<file path="src/rtl/irq_bank_pkg.sv">
package irq_bank_pkg;
    localparam int LINES  = 32;
    localparam int IDX_W  = $clog2(LINES);
    localparam int PRIO_W = 5;
    localparam int ADDR_W = 8;
    localparam int DATA_W = 32;
    localparam int NCLS   = 2;   // class 0 normal, class 1 fast

    localparam logic [ADDR_W-1:0] A_MASK = 8'h00;
    localparam logic [ADDR_W-1:0] A_PEND = 8'h04;
    localparam logic [ADDR_W-1:0] A_CTRL = 8'h08;
    localparam logic [ADDR_W-1:0] A_GATE = 8'h0C;
    localparam logic [ADDR_W-1:0] A_WIN0 = 8'h10;
    localparam logic [ADDR_W-1:0] A_WIN1 = 8'h14;

    // Packed so that fast=bit0, level=bit1, prio=bits 6:2
    typedef struct packed {
        logic [PRIO_W-1:0] prio;
        logic              level;
        logic              fast;
    } line_cfg_t;

    function automatic logic [DATA_W-1:0] win_word(input logic act, input logic [IDX_W-1:0] num);
        return act ? {1'b1, {(DATA_W-1-IDX_W){1'b0}}, num} : '0;
    endfunction
endpackage

</file>
<file path="src/rtl/irq_pend_unit.sv">
module irq_pend_unit
    import irq_bank_pkg::*;
#(
    parameter int N = LINES
) (
    input  logic         clk,
    input  logic         rst,
    input  logic [N-1:0] src,
    input  logic [N-1:0] is_level,
    input  logic [N-1:0] clr,
    output logic [N-1:0] pend
);
    logic [N-1:0] src_q;
    logic [N-1:0] edge_q;
    logic [N-1:0] rise;

    assign rise = src & ~src_q;

    always_ff @(posedge clk) begin
        if (rst) begin
            src_q  <= '0;
            edge_q <= '0;
        end else begin
            src_q  <= src;
            edge_q <= ~is_level & ((edge_q & ~clr) | rise);
        end
    end

    assign pend = (is_level & src_q) | (~is_level & edge_q);
endmodule

</file>
<file path="src/rtl/irq_prio_pick.sv">
module irq_prio_pick
    import irq_bank_pkg::*;
#(
    parameter int N  = LINES,
    parameter int PW = PRIO_W,
    localparam int IW = $clog2(N)
) (
    input  logic [N-1:0]         cand,
    input  logic [N-1:0][PW-1:0] prio,
    output logic                 any,
    output logic [IW-1:0]        idx
);
    logic [PW-1:0] best;

    always_comb begin
        any  = 1'b0;
        idx  = '0;
        best = '1;
        for (int n = 0; n < N; n++) begin
            if (cand[n] && (!any || prio[n] < best)) begin
                any  = 1'b1;
                idx  = IW'(n);
                best = prio[n];
            end
        end
    end
endmodule

</file>
<file path="src/rtl/irq_bank_ctrl.sv">
module irq_bank_ctrl
    import irq_bank_pkg::*;
#(
    parameter bit IS_PRIMARY = 1'b1
) (
    input  logic              clk,
    input  logic              rst,
    input  logic              bus_wr,
    input  logic [ADDR_W-1:0] bus_addr,
    input  logic [DATA_W-1:0] bus_wdata,
    output logic [DATA_W-1:0] bus_rdata,
    input  logic [LINES-1:0]  irq_src,
    output logic              irq_n,
    output logic              fiq_n,
    output logic [IDX_W-1:0]  irq_num,
    output logic [IDX_W-1:0]  fiq_num
);
    line_cfg_t                      cfg_q [LINES];
    logic [LINES-1:0]               mask_q;
    logic                           gate_q;
    logic                           gm_open;
    logic [LINES-1:0]               pend;
    logic [LINES-1:0]               is_level;
    logic [LINES-1:0]               is_fast;
    logic [LINES-1:0][PRIO_W-1:0]   prio_v;
    logic [LINES-1:0]               elig;
    logic [NCLS-1:0]                ack;
    logic [NCLS-1:0]                cls_act;
    logic [NCLS-1:0]                cls_any;
    logic [NCLS-1:0][IDX_W-1:0]     cls_idx;
    logic [NCLS-1:0][IDX_W-1:0]     cls_num;
    logic [NCLS-1:0][LINES-1:0]     cls_clr;
    logic [LINES-1:0]               clr_all;
    logic                           wr_cfg;

    assign wr_cfg = bus_wr && bus_addr[ADDR_W-1];

    always_ff @(posedge clk) begin
        if (rst) begin
            mask_q <= '1;
            gate_q <= 1'b1;
            for (int n = 0; n < LINES; n++) cfg_q[n] <= '0;
        end else if (bus_wr) begin
            if (bus_addr == A_MASK) mask_q <= bus_wdata;
            if (bus_addr == A_GATE) gate_q <= bus_wdata[0];
            if (wr_cfg) begin
                cfg_q[bus_addr[IDX_W+1:2]] <= '{
                    prio:  bus_wdata[PRIO_W+1:2],
                    level: bus_wdata[1],
                    fast:  IS_PRIMARY ? bus_wdata[0] : 1'b0
                };
            end
        end
    end

    assign gm_open = IS_PRIMARY ? !gate_q : 1'b1;

    always_comb begin
        for (int n = 0; n < LINES; n++) begin
            is_level[n] = cfg_q[n].level;
            is_fast[n]  = cfg_q[n].fast;
            prio_v[n]   = cfg_q[n].prio;
        end
    end

    assign ack  = (bus_wr && bus_addr == A_CTRL) ? bus_wdata[NCLS-1:0] : '0;
    assign elig = pend & ~mask_q;

    irq_pend_unit #(.N(LINES)) u_pend (
        .clk      (clk),
        .rst      (rst),
        .src      (irq_src),
        .is_level (is_level),
        .clr      (clr_all),
        .pend     (pend)
    );

    for (genvar c = 0; c < NCLS; c++) begin : g_cls
        logic [LINES-1:0] cand;
        assign cand = elig & ((c == 1) ? is_fast : ~is_fast);

        irq_prio_pick #(.N(LINES), .PW(PRIO_W)) u_pick (
            .cand (cand),
            .prio (prio_v),
            .any  (cls_any[c]),
            .idx  (cls_idx[c])
        );

        always_ff @(posedge clk) begin
            if (rst) begin
                cls_act[c] <= 1'b0;
                cls_num[c] <= '0;
            end else if (ack[c]) begin
                cls_act[c] <= 1'b0;
            end else if (!cls_act[c] && cls_any[c]) begin
                cls_act[c] <= 1'b1;
                cls_num[c] <= cls_idx[c];
            end
        end

        assign cls_clr[c] = (ack[c] && cls_act[c]) ? (LINES'(1) << cls_num[c]) : '0;
    end

    assign clr_all = cls_clr[0] | cls_clr[1];

    assign irq_n   = !(cls_act[0] && cls_any[0] && gm_open);
    assign fiq_n   = !(cls_act[1] && cls_any[1] && gm_open);
    assign irq_num = cls_num[0];
    assign fiq_num = cls_num[1];

    always_comb begin
        bus_rdata = '0;
        if (bus_addr[ADDR_W-1]) begin
            bus_rdata = DATA_W'(cfg_q[bus_addr[IDX_W+1:2]]);
        end else begin
            case (bus_addr)
                A_MASK:  bus_rdata = mask_q;
                A_PEND:  bus_rdata = pend;
                A_GATE:  bus_rdata = DATA_W'(IS_PRIMARY && gate_q);
                A_WIN0:  bus_rdata = win_word(cls_act[0], cls_num[0]);
                A_WIN1:  bus_rdata = win_word(cls_act[1], cls_num[1]);
                default: bus_rdata = '0;
            endcase
        end
    end
endmodule

</file>
<file path="config.mk">
export PLATFORM = sky130hd
export DESIGN_NAME = irq_bank_ctrl
export DESIGN_NICKNAME = d
export VERILOG_FILES = /design/src/rtl/irq_bank_pkg.sv /design/src/rtl/irq_pend_unit.sv /design/src/rtl/irq_prio_pick.sv /design/src/rtl/irq_bank_ctrl.sv
export SDC_FILE = /design/constraint.sdc
export NUM_CORES = 1
export LEC_CHECK = 0
export ABC_AREA = 1
export CORE_ASPECT_RATIO = 2
export CORE_UTILIZATION = 42
export CTS_BUF_LIST = sky130_fd_sc_hd__clkbuf_8
export CTS_CLUSTER_DIAMETER = 120
export CTS_CLUSTER_SIZE = 24
export DETAILED_ROUTE_END_ITERATION = 6
export PLACE_DENSITY_LB_ADDON = 0.2
export SYNTH_ARGS = -nofsm -noshare
export SYNTH_HDL_FRONTEND = slang
export SYNTH_SLANG_ARGS = --single-unit
</file>
<file path="constraint.sdc">
create_clock -name clk -period 41.5 [get_ports clk]
set_input_delay 8.3 -clock clk [delete_from_list [all_inputs] [get_ports clk]]
set_output_delay 8.3 -clock clk [all_outputs]
set_load 0.02 [all_outputs]
</file>
==> results.json, run 1 <==
{
  "antenna_found_initial": 5,
  "grt_max_degree": 77,
  "via_count": 30533,
  "cts_tree": "done",
  "grtUsageTotal_pct": 33.5,
  "clock_skew_ns": 0.0617,
  "avgSynthCellArea_sq_um": 6.90,
  "cp-end-kind": "register",
  "io_buffers": 118,
  "drcViolationCount": 0,
  "clkTransAtPathRegs_ns": 0.17,
  "r2r_cells": 263,
  "yosysTopAreaCell": "edfxtp_1",
  "p_total_mw": 0.648,
  "synth_nets": 4566,
  "ctsHoldBuffers": 0,
  "viasPerCell": 5.74,
  "layout_setup_ws_ns": 3.63,
  "start_util_pct": 42.5,
  "drt_iter0_markers": 2381,
  "slowest_delay_ns": 0.47,
  "hold_viol_final": 0,
  "htree_num_levels": 1,
  "grt_overflow": 0,
  "rsz0062_at_grt": "false",
  "startpoint_type": "register",
  "p_leak_nw": 15.8,
  "setup.worst_path.start": "cfg_q[0][1]$_SDFFCE_PN0P_",
  "syn_to_final_growth_pct": 6.36,
  "path_common_cell": "nand2_1",
  "synthFlopType": "edfxtp_1",
  "die-area_sq_um": 72700,
  "ys_top_cells_by_count": "nand2_1 (939), inv_1 (622), nor2_1 (516)",
  "wirelength_mm": 124,
  "synth_seq_area_share_pct": 29.6,
  "crit_arrival_ns": 38.43,
  "ys.warnings.count": 0,
  "synth-seq-cells": 333,
  "cp_max_fo": 12,
  "outcome": "completed",
  "clock.fmax_mhz": 26.4,
  "worst_path_max_delay_cell": "o21ai_0",
  "setup_viol": 0,
  "power_per_cell_area_nw_per_um2": 20.3,
  "ctsRootBufferMaster": "clkbuf_8",
  "die_h_um": 380,
  "hold_path_depth": 3,
  "path_class": "register to register",
  "required_ns": 42.06,
  "grt_first_pass_wirelength_mm": 181,
  "drive_above_1_share_pct": 12.5,
  "async_flop_share_pct": 0,
  "place_congestion": 1.02,
  "fin_crit_sh_pct": 91.3,
  "clkSinkCount": 333,
  "period_minus_slack_ns": 37.87,
  "worstSkewPairLatency_ns": 0.65,
  "final_util_pct": 45.2,
  "synth_edf_count": 224,
  "netlist_instances": 4359,
  "post-dp-hpwl_mm": 99.0,
  "r2r_slack_ns": 3.63,
  "synth.area.top_cells": "edfxtp_1 (22%), nand2_1 (12%), nand3_1 (8.5%), inv_1 (7.8%), dfxtp_1 (7.3%)",
  "ant_nets": 0,
  "yosysTopAreaCellShare_pct": 22.4,
  "cts_made_buffers": 17,
  "routedWlPerCell_um": 23.3,
  "critPathCapture": "irq_num[0]$_SDFFE_PP0P_",
  "clock_path_buffers": 3,
  "worst_slew_pin_slew_ns": 1.19,
  "cap_violations": 0,
  "timing.rr.end": "irq_num[0]$_SDFFE_PP0P_",
  "drtPass1Iterations": 7,
  "hp-start": "u_pend.src_q[5]$_SDFF_PP0_",
  "fp.coreArea_sq_um": 70800,
  "final.setup.tns_ns": 0,
  "reg2reg_from": "cfg_q[0][1]$_SDFFCE_PN0P_",
  "die_w_um": 191,
  "ir_drop_mv": 0.0180,
  "synth_cell_types": 59,
  "hold_class": "register to register",
  "relSlewSlack_pct": 20.5,
  "syn_area_sq_um": 30100,
  "synth.most_common_cell": "nand2_1",
  "pin_count": 119,
  "first_global_vias": 30046,
  "pre_cts_ws_ns": 2.10,
  "slew_violations": 0,
  "rows": 138,
  "nets": 4600
}
worst min path at each step:
| stage | endpoint | slack [ns] |
|---|---|---|
| 6_report | u_pend.edge_q[5]$_SDFF_PP0_ | 0.49 |
| 5_1_grt | u_pend.edge_q[5]$_SDFF_PP0_ | 0.52 |
| 4_1_cts | mask_q[10]$_SDFFE_PP1P_ | 0.49 |
| 3_5_place_dp | gate_q$_SDFFE_PP1P_ | 0.46 |
| 3_3_place_gp | gate_q$_SDFFE_PP1P_ | 0.45 |
| 2_1_floorplan | gate_q$_SDFFE_PP1P_ | 0.44 |
cell families (layout without fill, tap and decap cells):
kind of cell | after synthesis | in the layout | synth area share [%]
AOI/OAI and AO/OA | 616 | 616 | 13.4
xor gates and xnor gates | 1 | 1 | 0.0291
adders and majority gates | 132 | 132 | 5.49
buffers and inverters | 785 | 830 | 11.5
DFF | 333 | 333 | 29.6
muxes | 9 | 9 | 0.304
other | 0 | 2 | 0
and+or+nand+nor | 2483 | 2483 | 39.7
critical path: cells and delay by family, from the launching register on:
family	cells	cell delay, ns
AO/OA/AOI/OAI	48	11.15
adder cells (fa/ha/maj)	31	9.60
buffers and inverters	15	0.99
AND/OR/NAND/NOR	169	15.59
flip-flops	1	0.43
per-layer routing:
metal  GRT usage, %  wire, um  vias to the layer above
met5              0        30                        -
met4           29.1     12700                        4
met3           4.69      7940                      522
met2           61.6     63700                     1351
met1           32.0     39500                    14231
li1               -         -                    14425
repair_timing:
item,CTS,global route
endpoints found under the setup margin,0,10
setup buffers,0,0
hold endpoints to repair,0,0
gates resized for setup,0,30
stage by stage:
| step | instance area [sq um] | hold slack (ns) | instances |
|---|---|---|---|
| 6_report | 32000 | 0.487 | 5316 |
| 5_1_grt | 32000 | 0.519 | 5315 |
| 4_1_cts | 32000 | 0.492 | 5314 |
| 3_5_place_dp | 31700 | 0.459 | 5284 |
| 3_3_place_gp | 31700 | 0.452 | 5284 |
| 2_1_floorplan | 30100 | 0.443 | 4359 |
power breakdown:
part	total, mW	internal, mW	switching, mW	leakage (nW)
logic	0.106	0.0336	0.0728	12.6
clock network	0.149	0.0395	0.110	0.185
registers	0.393	0.369	0.0239	3.02
total	0.648	0.442	0.206	15.8
cell usage in the layout, fill, tap and decap left out, types with 22 or more instances in the layout:
cell	instances
clkdlybuf4s50_1	117
o21ai_1	33
ha_1	132
nand2_2	237
a21oi_1	22
nor2_2	31
inv_1	632
buf_4	35
o22ai_1	52
edfxtp_1	224
nor2_1	510
or2_2	38
o21ai_0	200
a211oi_1	22
a22oi_1	57
nand2_1	937
o21bai_1	103
o221ai_1	53
dfxtp_1	109
nand2_4	65
nand3_2	88
nand4_1	31
nand3_1	511
o211ai_1	23
nor3_1	22
area by class of cell:
cell class	count	area, sq um
Antenna cell	2	5.00
Multi-Input combinational cell	3241	17700
Inverter	647	2440
Sequential cell	333	8910
Tap cell	910	1140
Timing Repair Buffer	153	1440
Fill cell	7479	38800
Clock buffer	17	234
Clock inverter	13	53.8
state kept, by name (all words and copies together), names as in the netlist:
name	count
cfg_q	224
mask_q	32
u_pend.edge_q	32
u_pend.src_q	32
fiq_num	5
irq_num	5
cls_act	2
gate_q	1
No activity file was read; power rests on OpenSTA's default activity.
==> run 2: changes to the inputs <==
--- a/config.mk
+++ b/config.mk
@@ -8,2 +8,3 @@
 export ABC_AREA = 1
+export CAP_MARGIN = 20
 export CORE_ASPECT_RATIO = 2
==> constraint.sdc (replaced) <==
create_clock -name clk -period 41.5 [get_ports clk]
set_input_delay 4.15 -clock clk [delete_from_list [all_inputs] [get_ports clk]]
set_output_delay 4.15 -clock clk [all_outputs]
set_load 0.02 [all_outputs]
==> run 2 against run 1 <==
  * Total power about the same
  * Via count rose by 0.25%
  * Clock skew is 0.0081 ns lower
  * Final area barely moved
  * Hold slack barely moved
  * First-iteration DRC count increased by 3.4%
  * Critical path type unchanged
  * Largest cell class unchanged
  * Largest power group unchanged
  * Highest routed layer unchanged
==> results.json, run 2 (same netlist as run 1, synthesis figures left out) <==
{
  "outcome": "completed",
  "layout_commonest_cell": "nand2_1",
  "postLayoutCellArea_sq_um": 32000,
  "final_util_pct": 45.2,
  "routedWlPerCell_um": 23.3,
  "rows": 138,
  "hp-start": "u_pend.src_q[5]$_SDFF_PP0_",
  "pre_cts_ws_ns": 2.10,
  "hold_path_depth": 3,
  "layout_setup_ws_ns": 3.57,
  "antenna_found_initial": 5,
  "die-area_sq_um": 72700,
  "slew_violations": 0,
  "r2r_cells": 265,
  "drive_above_1_share_pct": 12.5,
  "worst_path_max_delay_cell": "o21ai_0",
  "cts_tree": "done",
  "worst_slew_pin_slew_ns": 1.03,
  "reg2reg_from": "cfg_q[0][1]$_SDFFCE_PN0P_",
  "via_count": 30610,
  "clkSinkCount": 333,
  "rsz0062_at_grt": "false",
  "cp-end-kind": "register",
  "final.setup.tns_ns": 0,
  "grtUsageTotal_pct": 33.5,
  "period_minus_slack_ns": 37.93,
  "slowest_delay_ns": 0.47,
  "fp.coreArea_sq_um": 70800,
  "place_congestion": 1.02,
  "path_class": "register to register",
  "clock_skew_ns": 0.0537,
  "top_register": "cfg_q",
  "required_ns": 42.06,
  "clkTransAtPathRegs_ns": 0.17,
  "drt_iter0_markers": 2461,
  "hold_viol_final": 0,
  "p_leak_nw": 15.8,
  "wirelength_mm": 124,
  "hold_end": "u_pend.edge_q[5]$_SDFF_PP0_",
  "path_common_cell": "nand2_1",
  "viasPerCell": 5.76,
  "setup_viol": 0,
  "clock_path_buffers": 3,
  "largest_reg_flops": 224,
  "cts_made_buffers": 17,
  "r2r_slack_ns": 3.57,
  "p_total_mw": 0.648,
  "crit_arrival_ns": 38.48,
  "final_cell_mix": "nand2_1 (937), inv_1 (632), nand3_1 (511)",
  "dp.cells": 5284,
  "postCtsSetupBuffers": 0,
  "start_util_pct": 42.5,
  "first_global_vias": 30046,
  "cp_max_fo": 12,
  "hold_slack_ns": 0.487,
  "fin_cells": 5317,
  "syn_to_final_growth_pct": 6.45,
  "drcViolationCount": 0,
  "startpoint_type": "register",
  "ir_drop_mv": 0.0180,
  "ctsRootBufferMaster": "clkbuf_8",
  "timing.rr.end": "irq_num[0]$_SDFFE_PP0P_",
  "nets": 4601,
  "power_per_cell_area_nw_per_um2": 20.3,
  "htree_num_levels": 1,
  "relSlewSlack_pct": 31.4,
  "die_w_um": 191,
  "ant_nets": 0,
  "grt_first_pass_wirelength_mm": 181,
  "io_buffers": 118,
  "cap_violations": 0,
  "hold_class": "register to register",
  "drtPass1Iterations": 7,
  "num-fill-cells": 7476,
  "post-dp-hpwl_mm": 99.0,
  "clock.fmax_mhz": 26.4,
  "fin_crit_sh_pct": 91.4,
  "grt_max_degree": 77,
  "worstSkewPairLatency_ns": 0.64,
  "pin_count": 119,
  "post_dp_cell_area_sq_um": 31700,
  "grt_overflow": 0,
  "die_h_um": 380
}
[run 2: cell types whose count changed in the layout (fill, tap and decap cells not counted)]
cell    previous run  this run
buf_16             0         1
[run 2: how the worst max path moves through the flow]
stage | startpoint | end | cells after the start
floorplan | cfg_q[0][1]$_SDFFCE_PN0P_ | fiq_num[4]$_SDFFE_PP0P_ | 282
global placement | cfg_q[0][1]$_SDFFCE_PN0P_ | fiq_num[4]$_SDFFE_PP0P_ | 256
detailed placement | cfg_q[0][1]$_SDFFCE_PN0P_ | fiq_num[4]$_SDFFE_PP0P_ | 256
CTS | cfg_q[0][1]$_SDFFCE_PN0P_ | fiq_num[4]$_SDFFE_PP0P_ | 256
global route | cfg_q[0][1]$_SDFFCE_PN0P_ | fiq_num[4]$_SDFFE_PP0P_ | 266
finish | cfg_q[0][1]$_SDFFCE_PN0P_ | irq_num[0]$_SDFFE_PP0P_ | 265
[run 2: timing repair]
item                       CTS  global route
hold endpoints to repair     0             0
hold buffers                 0             0
setup endpoints to repair    0            10
resized for setup            0            30
[run 2: metal layers]
metal / vias to the layer above / track usage, % / part of all wire, %
met2: 1371 / 61.6 / 51
met5: - / 0 / 0.024
met4: 4 / 29.1 / 10
li1: 14430 / - / -
met1: 14282 / 32.0 / 32
met3: 523 / 4.69 / 6.5
[run 2: worst max-delay path, delay by kind of cell (launching register included)]
kind / cells / cell delay, ns
flip-flops: 1 / 0.44
AND/OR/NAND/NOR: 169 / 15.61
buffers and inverters: 16 / 1.06
AO/OA/AOI/OAI: 49 / 11.09
adder cells (fa/ha/maj): 31 / 9.60
[run 2: final cells by class]
type / instances / area (sq um) / share of cell area (%)
Antenna cell: 2 / 5.00 / 0.0156
Clock buffer: 17 / 234 / 0.731
Clock inverter: 13 / 53.8 / 0.168
Inverter: 647 / 2440 / 7.63
Multi-Input combinational cell: 3241 / 17700 / 55.5
Sequential cell: 333 / 8910 / 27.8
Tap cell: 910 / 1140 / 3.56
Timing Repair Buffer: 154 / 1470 / 4.58
[run 2: power by group]
group | total, mW | switching (mW) | internal [mW]
sequential | 0.393 | 0.0239 | 0.369
combinational | 0.106 | 0.0728 | 0.0337
clock | 0.149 | 0.110 | 0.0395
